==> config.mk <==
export PLATFORM = sky130hd
export DESIGN_NAME = iss_select_top
export DESIGN_NICKNAME = d
export VERILOG_FILES = /design/src/rtl/iss_sel_pkg.sv /design/src/rtl/iss_pool.sv /design/src/rtl/iss_age_pick.sv /design/src/rtl/iss_busy_ctr.sv /design/src/rtl/iss_select_top.sv
export SDC_FILE = /design/constraint.sdc
export NUM_CORES = 2
export LEC_CHECK = 0
export BUFFER_PORTS_ARGS = -buffer_cell sky130_fd_sc_hd__clkbuf_2
export CAP_MARGIN = 20
export CORE_AREA = 2 2 466 468
export CTS_BUF_LIST = sky130_fd_sc_hd__clkbuf_16
export DETAILED_ROUTE_END_ITERATION = 8
export DIE_AREA = 0 0 468 470
export PLACE_DENSITY = 0.57
export SLEW_MARGIN = 15
export SYNTH_ARGS = -nofsm -noshare
export SYNTH_HDL_FRONTEND = slang
export SYNTH_SLANG_ARGS = --single-unit
==> constraint.sdc <==
create_clock -name clk -period 89.8 [get_ports clk]
set_input_delay 8.98 -clock clk [delete_from_list [all_inputs] [get_ports clk]]
set_output_delay 8.98 -clock clk [all_outputs]
set_load 0.02 [all_outputs]
==> src/rtl/iss_sel_pkg.sv <==
package iss_sel_pkg;
  // Age rule: the smaller sequence number is the older instruction.
  function automatic logic seq_older(input logic [31:0] a, input logic [31:0] b);
    return a < b;
  endfunction

  // Saturating one-step increment toward maxv.
  function automatic logic [31:0] sat_step(input logic [31:0] v, input logic [31:0] maxv);
    return (v >= maxv) ? maxv : v + 32'd1;
  endfunction
endpackage

==> src/rtl/iss_pool.sv <==
module iss_pool #(
  parameter int DEPTH = 8,
  parameter int SEQ_W = 16,
  parameter int PAY_W = 8
) (
  input  logic             clk,
  input  logic             rst_n,
  input  logic             ins_en,
  input  logic [SEQ_W-1:0] ins_seq,
  input  logic [PAY_W-1:0] ins_pay,
  input  logic [DEPTH-1:0] take,
  input  logic             flush_en,
  input  logic [SEQ_W-1:0] flush_seq,
  output logic [DEPTH-1:0] vld,
  output logic [SEQ_W-1:0] seq [DEPTH],
  output logic [PAY_W-1:0] pay [DEPTH],
  output logic             full
);
  localparam int IDX_W = (DEPTH > 1) ? $clog2(DEPTH) : 1;

  logic [IDX_W-1:0] free_idx;   // lowest empty slot
  logic [DEPTH-1:0] kill;       // entries removed by flush
  logic             wr_ok;      // insertion actually written

  assign full  = &vld;
  assign wr_ok = ins_en && !full;

  always_comb begin
    free_idx = '0;
    for (int e = DEPTH - 1; e >= 0; e--)
      if (!vld[e]) free_idx = IDX_W'(e);
  end

  always_comb
    for (int e = 0; e < DEPTH; e++)
      kill[e] = flush_en && vld[e] && (seq[e] > flush_seq);

  always_ff @(posedge clk or negedge rst_n) begin
    if (!rst_n) vld <= '0;
    else begin
      for (int e = 0; e < DEPTH; e++) begin
        if (take[e] || kill[e]) vld[e] <= 1'b0;
        if (wr_ok && free_idx == IDX_W'(e)) vld[e] <= 1'b1;
      end
    end
  end

  always_ff @(posedge clk) begin
    for (int e = 0; e < DEPTH; e++)
      if (wr_ok && free_idx == IDX_W'(e)) begin
        seq[e] <= ins_seq;
        pay[e] <= ins_pay;
      end
  end

  // the selector only removes live entries.
  a_r7_take_live: assert property (@(posedge clk) disable iff (!rst_n)
    (take & ~vld) == '0);
  // an insertion into a full, otherwise idle pool changes nothing.
  a_r9_full_drop: assert property (@(posedge clk) disable iff (!rst_n)
    (full && ins_en && take == '0 && !flush_en) |=> $stable(vld));
  // flushed entries are gone after the edge.
  a_r8_flush_clears: assert property (@(posedge clk) disable iff (!rst_n)
    (kill != '0) |=> ((vld & $past(kill)) == '0));
endmodule

==> src/rtl/iss_age_pick.sv <==
module iss_age_pick
  import iss_sel_pkg::*;
#(
  parameter int NC    = 4,
  parameter int DEPTH = 8,
  parameter int SEQ_W = 16,
  parameter int IW    = 2,
  parameter int CLS_W = 2,
  parameter int IDX_W = 3
) (
  input  logic             clk,
  input  logic             rst_n,
  input  logic [DEPTH-1:0] vld   [NC],
  input  logic [SEQ_W-1:0] seq   [NC][DEPTH],
  input  logic [NC-1:0]    avail,
  input  logic             block,
  output logic             slot_vld [IW],
  output logic [CLS_W-1:0] slot_cls [IW],
  output logic [SEQ_W-1:0] slot_seq [IW],
  output logic [IDX_W-1:0] slot_ent [IW],
  output logic [DEPTH-1:0] take  [NC]
);
  always_comb begin
    logic [DEPTH-1:0] used [NC];
    logic             hv   [NC];
    logic [IDX_W-1:0] hidx [NC];
    logic [SEQ_W-1:0] hseq [NC];
    logic             bv;
    logic [CLS_W-1:0] bc;
    logic [SEQ_W-1:0] bs;
    logic [IDX_W-1:0] bi;
    for (int c = 0; c < NC; c++) used[c] = '0;
    for (int s = 0; s < IW; s++) begin
      // Stage 1: oldest remaining entry in each class pool.
      for (int c = 0; c < NC; c++) begin
        hv[c] = 1'b0; hidx[c] = '0; hseq[c] = '0;
        for (int e = 0; e < DEPTH; e++)
          if (vld[c][e] && !used[c][e] &&
              (!hv[c] || seq_older(32'(seq[c][e]), 32'(hseq[c])))) begin
            hv[c] = 1'b1; hidx[c] = IDX_W'(e); hseq[c] = seq[c][e];
          end
      end
      // Stage 2: age arbitration across heads of classes with a free unit.
      bv = 1'b0; bc = '0; bs = '0; bi = '0;
      for (int c = 0; c < NC; c++)
        if (!block && avail[c] && hv[c] &&
            (!bv || seq_older(32'(hseq[c]), 32'(bs)))) begin
          bv = 1'b1; bc = CLS_W'(c); bs = hseq[c]; bi = hidx[c];
        end
      slot_vld[s] = bv;
      slot_cls[s] = bc;
      slot_seq[s] = bs;
      slot_ent[s] = bi;
      if (bv) used[bc][bi] = 1'b1;
    end
    for (int c = 0; c < NC; c++) take[c] = used[c];
  end

  // no issue while a flush is applied.
  a_r8_quiet_flush: assert property (@(posedge clk) disable iff (!rst_n)
    block |-> !slot_vld[0]);

  for (genvar s = 0; s < IW; s++) begin : g_slot_chk
    // a slot never carries a class whose unit is busy.
    a_r5_unit_free: assert property (@(posedge clk) disable iff (!rst_n)
      slot_vld[s] |-> avail[slot_cls[s]]);
    if (s > 0) begin : g_pair
      // slots are packed from slot 0.
      a_r4_packed_slots: assert property (@(posedge clk) disable iff (!rst_n)
        slot_vld[s] |-> slot_vld[s-1]);
      // later slots are strictly younger.
      a_r3_slot_order: assert property (@(posedge clk) disable iff (!rst_n)
        slot_vld[s] |-> (slot_seq[s-1] < slot_seq[s]));
    end
  end
endmodule

==> src/rtl/iss_busy_ctr.sv <==
module iss_busy_ctr
  import iss_sel_pkg::*;
#(
  parameter int CNT_W = 8
) (
  input  logic             clk,
  input  logic             rst_n,
  input  logic             inc,
  output logic [CNT_W-1:0] cnt
);
  localparam logic [CNT_W-1:0] CNT_MAX = '1;

  always_ff @(posedge clk or negedge rst_n) begin
    if (!rst_n) cnt <= '0;
    else if (inc) cnt <= CNT_W'(sat_step(32'(cnt), 32'(CNT_MAX)));
  end

  // the counter only ever moves up by one.
  a_r6_step_one: assert property (@(posedge clk) disable iff (!rst_n)
    !$stable(cnt) |-> (cnt == $past(cnt) + CNT_W'(1)));
  // once saturated it stays there.
  a_r6_hold_sat: assert property (@(posedge clk) disable iff (!rst_n)
    (cnt == CNT_MAX) |=> (cnt == CNT_MAX));
endmodule

==> src/rtl/iss_select_top.sv <==
module iss_select_top #(
  parameter int NC    = 4,
  parameter int DEPTH = 8,
  parameter int SEQ_W = 16,
  parameter int PAY_W = 8,
  parameter int IW    = 2,
  parameter int CNT_W = 8,
  localparam int CLS_W = (NC > 1) ? $clog2(NC) : 1
) (
  input  logic                clk,
  input  logic                rst_n,
  input  logic                ins_valid,
  input  logic [SEQ_W-1:0]    ins_seq,
  input  logic [CLS_W-1:0]    ins_cls,
  input  logic [PAY_W-1:0]    ins_pay,
  input  logic [NC-1:0]       fu_avail,
  input  logic                flush_valid,
  input  logic [SEQ_W-1:0]    flush_seq,
  output logic [IW-1:0]       iss_valid,
  output logic [IW*CLS_W-1:0] iss_cls,
  output logic [IW*SEQ_W-1:0] iss_seq,
  output logic [IW*PAY_W-1:0] iss_pay,
  output logic [NC-1:0]       pool_full,
  output logic [NC*CNT_W-1:0] busy_cnt
);
  localparam int IDX_W = (DEPTH > 1) ? $clog2(DEPTH) : 1;

  logic [DEPTH-1:0] pool_vld [NC];
  logic [SEQ_W-1:0] seq_all  [NC][DEPTH];
  logic [PAY_W-1:0] pay_all  [NC][DEPTH];
  logic [DEPTH-1:0] take_all [NC];
  logic [NC-1:0]    ins_hit;    // insertion routed to class c
  logic [NC-1:0]    busy_inc;   // class c stalled on its unit
  logic             ins_young;  // insertion younger than flush point

  logic             slot_vld [IW];
  logic [CLS_W-1:0] slot_cls [IW];
  logic [SEQ_W-1:0] slot_seq [IW];
  logic [IDX_W-1:0] slot_ent [IW];

  assign ins_young = flush_valid && (ins_seq > flush_seq);

  for (genvar c = 0; c < NC; c++) begin : g_cls
    assign ins_hit[c]  = ins_valid && !ins_young && (ins_cls == CLS_W'(c));
    assign busy_inc[c] = !flush_valid && (|pool_vld[c]) && !fu_avail[c];

    iss_pool #(.DEPTH(DEPTH), .SEQ_W(SEQ_W), .PAY_W(PAY_W)) u_pool (
      .clk(clk), .rst_n(rst_n),
      .ins_en(ins_hit[c]), .ins_seq(ins_seq), .ins_pay(ins_pay),
      .take(take_all[c]), .flush_en(flush_valid), .flush_seq(flush_seq),
      .vld(pool_vld[c]), .seq(seq_all[c]), .pay(pay_all[c]),
      .full(pool_full[c])
    );

    iss_busy_ctr #(.CNT_W(CNT_W)) u_busy (
      .clk(clk), .rst_n(rst_n), .inc(busy_inc[c]),
      .cnt(busy_cnt[c*CNT_W +: CNT_W])
    );
  end

  iss_age_pick #(
    .NC(NC), .DEPTH(DEPTH), .SEQ_W(SEQ_W), .IW(IW),
    .CLS_W(CLS_W), .IDX_W(IDX_W)
  ) u_pick (
    .clk(clk), .rst_n(rst_n),
    .vld(pool_vld), .seq(seq_all), .avail(fu_avail), .block(flush_valid),
    .slot_vld(slot_vld), .slot_cls(slot_cls), .slot_seq(slot_seq),
    .slot_ent(slot_ent), .take(take_all)
  );

  for (genvar s = 0; s < IW; s++) begin : g_out
    assign iss_valid[s]                 = slot_vld[s];
    assign iss_cls[s*CLS_W +: CLS_W]    = slot_cls[s];
    assign iss_seq[s*SEQ_W +: SEQ_W]    = slot_seq[s];
    assign iss_pay[s*PAY_W +: PAY_W]    = pay_all[slot_cls[s]][slot_ent[s]];
  end
endmodule

---- Word level (Yosys, flattened, before mapping) ----
Index checks and enable logic that the tools add are counted.
cells by class
  eq/ne operators ......................... 31
  add/subtract/negate cells ............... 4
  bitwise gates (word level) .............. 5
  multiplexer cells ....................... 336
  reductions and logical operators ........ 467
  magnitude comparators ................... 109
operators by type and width
  operator               number
  $mux W16               72
  $lt A16 B16 Y1         62
  $gt A16 B16 Y1         33
  $bmux W64 S2           2
  $mux W64               4
  $mux W3                76
  $logic_and A1 B1 Y1    224
  $mux W1                148
  $logic_not A1 Y1       104
  $logic_or A1 B1 Y1     94
  $mux W8                10
  $mux W32               2
  $reduce_bool A2 Y1     32
  $bmux W8 S3            2
  $eq A3 B3 Y1 const B   16
  $add A8 B1 Y8 const B  4
  $demux W8 S2           2
  $ge A8 B8 Y1 const B   4
  $mux W2                16
  $or A32 B32 Y32        1
  $reduce_and A8 Y1      4
  $reduce_or A8 Y1       4
  $eq A3 B2 Y1 const B   8
  $eq A3 B1 Y1 const B   4
  12 further kinds       24
storage, ports and cells
  logic and storage cells ................. 1052
  input bits .............................. 50
  bits in registers ....................... 832

---- Longest topological paths before layout ----
  word-level depth ........................ 106
  mapped depth ............................ 315
  gate-level depth less buffers ........... 271

---- Modules after synthesis ----
From an unflattened synthesis, not the netlist that was laid out.
unflattened totals
  cell total of the unflattened synthesis .. 8452
  area, all modules ....................... 81011.4 µm²
modules (own cells, without submodules)
  module                          seq. area each (µm²)  instances  cells each  area each (µm²)
  iss_age_pick                    0.0                   1          5644        38897.3
  iss_pool (g_cls[0].u_pool ...)  5965.7                3          590         8993.6
  iss_pool (g_cls[3].u_pool)      5965.7                1          597         8993.6
  iss_select_top                  0.0                   1          289         4513.1
  iss_busy_ctr                    200.2                 4          38          406.6

---- Worst setup path before layout ----
OpenSTA, ideal clock, no wires.
  path type ............................... register to output
  from .................................... register g_cls[0].u_pool.vld[0]
  to ...................................... output iss_pay[10]
  cell stages (with the launch flop) ...... 296
  data required time ...................... 80.820 ns
  arrival time ............................ 55.486 ns
  slack ................................... 25.334 ns
  cells stage by stage .................... dfrtp_1 buf_2 clkbuf_1 clkbuf_1 clkbuf_1 nand2_1 ha_1 a21oi_1 o21ai_0 a221oi_1 nand3_1 a21boi_0 clkbuf_1 a21oi_1 ha_1 nand3_1 nor4_1 nand2_1 (+260 left out) mux2i_1 ha_1 nor2b_1 o21ai_0 nand2b_1 a21oi_1 nor2b_1 o21ai_0 nand2b_1 a21oi_1 o31a_1 o21a_1 a31oi_4 mux2i_2 mux4_2 nor2_1 a2111oi_0 or4_1
on the way
  word-level cells in the longest chain between the ends .. 102
  elaborated cells on any way between the ends .. 395
ends and longest elaborated chain
  item                                                       RTL line                              source
  from (decl)                                                iss_pool.sv:14                        output logic [DEPTH-1:0] vld,
  from (signal assigned)                                     iss_pool.sv:39                        if (!rst_n) vld <= '0;
  from (signal, indexed assignment)                          iss_pool.sv:42                        if (take[e] || kill[e]) vld[e] <= 1'b0;
  from (signal, indexed assignment)                          iss_pool.sv:43                        if (wr_ok && free_idx == IDX_W'(e)) vld[e] <= 1'b1;
  $mux W16 / $mux W1 (equally long branches)                 iss_age_pick.sv:38                    if (vld[c][e] && !used[c][e] &&
  $lt A16 B16 Y1 / $logic_not A1 Y1 (equally long branches)  iss_sel_pkg.sv:4, iss_age_pick.sv:39
  $logic_or A1 B1 Y1                                         iss_age_pick.sv:39                    (!hv[c] || seq_older(32'(seq[c][e]), 32'(hseq[c])))) begin
  $logic_and A1 B1 Y1                                        iss_age_pick.sv:38
  $mux W16 / $mux W1 (equally long branches)                 iss_age_pick.sv:38
  $lt A16 B16 Y1 / $logic_not A1 Y1 (equally long branches)  iss_sel_pkg.sv:4, iss_age_pick.sv:39
  $logic_or A1 B1 Y1                                         iss_age_pick.sv:39
  $logic_and A1 B1 Y1                                        iss_age_pick.sv:38
  (+84 left out)                                             n/a
  $logic_or A1 B1 Y1                                         iss_age_pick.sv:47                    (!bv || seq_older(32'(hseq[c]), 32'(bs)))) begin
  $logic_and A1 B1 Y1                                        iss_age_pick.sv:46                    if (!block && avail[c] && hv[c] &&
  $mux W2                                                    iss_age_pick.sv:46
  $not A2 Y3 (implied by the code)                           iss_select_top.sv:75                  assign iss_pay[s*PAY_W +: PAY_W] = pay_all[slot_cls[s]][slot_ent[s]];
  $bmux W64 S2                                               iss_select_top.sv:75
  $mux W64 (implied by the code) (2 in a row)                iss_select_top.sv:75
  $bmux W8 S3 (*)                                            iss_select_top.sv:75
  $mux W8 (implied by the code) (*) (2 in a row)             iss_select_top.sv:75
  to (decl)                                                  iss_select_top.sv:22                  output logic [IW*PAY_W-1:0] iss_pay,
Every way passes the cells marked *; elsewhere a longest branch is shown, timed or not. The select of a mux whose other input is x is not followed.

---- Worst setup path in the final report ----
  from .................................... register g_cls[0].u_pool.vld[0]
  to ...................................... output iss_pay[15]
The elaborated chain is that of the path after synthesis.

==> impl_metrics.env <==
export IMPL_wl_um=375000
export IMPL_syn_area_um2=81200
export IMPL_worst_ep_required_time_ps=80820
export IMPL_synthCells=9016
export IMPL_synthTopCellsByArea="edfxtp_1 28%, ha_1 23%, a21oi_1 5.1%"
export IMPL_cts_root_buf="clkbuf_16"
export IMPL_hold_depth=1
export IMPL_setup_ws_ps=18510
export IMPL_hold_class="reg2reg"
export IMPL_synth_top_area_share_pct=28.4
export IMPL_p_per_area_nw_per_um2=21.1
export IMPL_antenna_found_initial=36
export IMPL_num_io_pins=140
export IMPL_clock_skew_ps=98.7
export IMPL_grt_ovfl_total=0
export IMPL_core_um2=216000
export IMPL_cts_sinks=832
export IMPL_reg2regPathDepth=276
export IMPL_syn_avg_cell_area_um2=9.01
export IMPL_post_cts_resized=0
export IMPL_drc=0
export IMPL_slew_violations=0
export IMPL_dp_hpwl_um=286000
export IMPL_start_util_pct=37.7
export IMPL_syn_nets=10500
export IMPL_max_stage_delay_ps=820
export IMPL_hold_violations=0
export IMPL_fp_row_count=171
export IMPL_viasPerCell=6.21
export IMPL_leakage_nw=37.8
export IMPL_cts_tree="yes"
export IMPL_vias=75400
export IMPL_die_area_um2=220000
export IMPL_start_kind="register"
export IMPL_fin_crit_sh_pct=79.4
export IMPL_finalSetupViolCount=0
export IMPL_synth_seq_area_share_pct=30.4
export IMPL_end_kind="output port"
export IMPL_grt_max_degree=75
export IMPL_drive_above_1_share_pct=10.2
export IMPL_maxCapViolations=0
export IMPL_place_congestion=1.03
export IMPL_status="finished clean"
export IMPL_dieHeight_um=470
export IMPL_cts_buffer_depth=3
export IMPL_synth_area_leader_cell="edfxtp_1"
export IMPL_fillCellCount=21200
export IMPL_post_place_ws_ps=20330
export IMPL_firstDrtPassIters=6
export IMPL_clkTransAtPathRegs_ps=70
export IMPL_numCtsBuffers=106
export IMPL_yosysUniqueCellTypes=105
export IMPL_critical_path_class="reg2out"
export IMPL_worst_pin_slew_ps=1300
export IMPL_clock_latency_ps=860
export IMPL_max_freq_mhz=14.0
export IMPL_postRouteAntennaNets=0
export IMPL_portBuffers=139
export IMPL_finalCriticalPeriod_ps=71290
export IMPL_first_iter_violations=8609
export IMPL_first_global_vias=72300
export IMPL_rsz0062_at_grt="no"
export IMPL_synth_flop_cell="edfxtp_1"
export IMPL_peakVddDrop_uv=16.4
export IMPL_hold_buffers=0
export IMPL_final_nets=10700
export IMPL_cpMostUsedCell="a21oi_1"
export IMPL_cp_arrival_ps=62310
export IMPL_post_drt_wl_per_cell_um=30.9
export IMPL_grt_usage_pct=33.2
export IMPL_synth_warnings=0
export IMPL_crit_path_top_delay_cell="o2111ai_2"
export IMPL_synth_seq_cells=832
export IMPL_grt_first_pass_wirelength_um=529000
export IMPL_syn2layout_area_growth_pct=10.9
export IMPL_die_width_um=468
export IMPL_synth_edf_count=768
export IMPL_critPathMaxFanout=55
export IMPL_htreeDepth=3
export IMPL_fin_tns_setup_ps=0
export IMPL_cts_setup_buffers=0
export IMPL_async_reset_ff_share_pct=7.69
export IMPL_slew_headroom_pct=13.2
## routing by layer
| layer | vias up | share of wire [%] | track usage, % |
|---|---|---|---|
| met4 | 16 | 6.1 | 17.2 |
| met1 | 36800 | 42 | 44.5 |
| met3 | 797 | 8.2 | 5.19 |
| li1 | 34100 | - | - |
| met2 | 3563 | 44 | 51.5 |
| met5 | - | 0.026 | 0 |
## cell usage in the layout (no fill, tap or decap), types with 18 or more instances in the layout
cell,n
a2111oi_0,18
a221o_1,24
or4_1,24
o211ai_1,49
nor2_1,575
edfxtp_1,768
and3_1,86
a211o_1,30
nor3_1,98
or2_2,29
clkinv_1,22
a21o_1,301
clkbuf_16,106
nand3_1,220
dfrtp_1,63
o22ai_1,40
a31oi_1,50
nor4_1,30
mux2_2,237
clkbuf_2,130
a221oi_1,64
a21oi_1,814
nand2b_1,163
ha_1,1462
o31ai_1,20
o2111ai_1,20
a211oi_1,64
mux2i_1,272
nor2b_1,159
buf_4,207
nand4_1,269
nand2_1,762
and2_1,29
inv_1,748
and4_1,19
or3_1,35
o21ai_0,678
o21a_1,82
## final timing paths
kind,from,endpoint,slack (ps)
setup reg to reg,g_cls[0].u_pool.vld[0]$_DFFE_PN0P_,g_cls[0].u_pool.vld[5]$_DFFE_PN0P_,28470
hold reg to reg,g_cls[1].u_busy.cnt[6]$_DFFE_PN0P_,g_cls[1].u_busy.cnt[6]$_DFFE_PN0P_,520
min in group asynchronous,rst_n,g_cls[1].u_busy.cnt[5]$_DFFE_PN0P_,8120
setup / recovery,g_cls[0].u_pool.vld[0]$_DFFE_PN0P_,iss_pay[15],18510
max in group asynchronous,rst_n,g_cls[3].u_pool.vld[0]$_DFFE_PN0P_,80450
hold / removal,g_cls[1].u_busy.cnt[6]$_DFFE_PN0P_,g_cls[1].u_busy.cnt[6]$_DFFE_PN0P_,520
## per-stage QoR
step / hold slack [ps] / util, % / instance area, um2 / std cells / total power, mW
4_1_cts: 526 / 41.7 / 90000 / 12100 / 1.89
6_report: 522 / 41.8 / 90100 / 12100 / 1.90
3_5_place_dp: 517 / 40.1 / 86400 / 11900 / 1.44
2_1_floorplan: 588 / - / 81200 / 9016 / 1.07
5_1_grt: 546 / 41.7 / 90000 / 12100 / 2.01
3_3_place_gp: 494 / 40.0 / 86300 / 11900 / 1.42
## report_power, final
group | switching (mW) | internal [mW]
Sequential | 0.0136 | 0.433
Clock | 0.201 | 0.247
Combinational | 0.673 | 0.336
Total | 0.888 | 1.02
## flip-flops by register name, indices dropped and copies added, names as in the netlist
register,flops
g_cls.u_pool.seq,512
g_cls.u_pool.pay,256
g_cls.u_busy.cnt,32
g_cls.u_pool.vld,32
## layout make-up
| type | instances | area [um2] | share of cell area (%) |
|---|---|---|---|
| Inverter | 744 | 2790 | 3.10 |
| Multi-Input combinational cell | 7134 | 53000 | 58.9 |
| Tap cell | 2854 | 3570 | 3.96 |
| Antenna cell | 15 | 37.5 | 0.0417 |
| Clock buffer | 106 | 2650 | 2.95 |
| Clock inverter | 96 | 921 | 1.02 |
| Sequential cell | 832 | 24700 | 27.4 |
| Timing Repair Buffer | 354 | 2380 | 2.64 |
## cell families after synthesis
| kind of cell | after synthesis | share of synthesized area, % |
|---|---|---|
| compound gates | 2577 | 19.9 |
| fa+ha+maj | 1462 | 22.5 |
| buf+inv | 1050 | 4.92 |
| flops | 832 | 30.4 |
| mux | 517 | 6.82 |
| simple gates | 2578 | 15.4 |
## synthesized netlist by cell type (all sizes together), types with 86 or more instances
| cell type | instances |
|---|---|
| nand4 | 269 |
| nor3 | 107 |
| mux2 | 237 |
| inv | 742 |
| nor2 | 595 |
| clkbuf | 232 |
| a21o | 301 |
| o21ai | 702 |
| ha | 1462 |
| mux2i | 275 |
| and3 | 86 |
| edfxtp | 768 |
| nand2b | 163 |
| nor2b | 160 |
| a21oi | 827 |
| nand2 | 762 |
| nand3 | 220 |
## worst max-delay path, delay by kind of cell (launching register included)
kind / cells / cell delay, ps
AO/OA/AOI/OAI: 147 / 32600
adder cells (fa/ha/maj): 20 / 5660
buffers and inverters: 30 / 7730
flip-flops: 1 / 350
multiplexers: 12 / 4130
AND/OR/NAND/NOR: 68 / 10880
(Power assumes the default switching activity.)
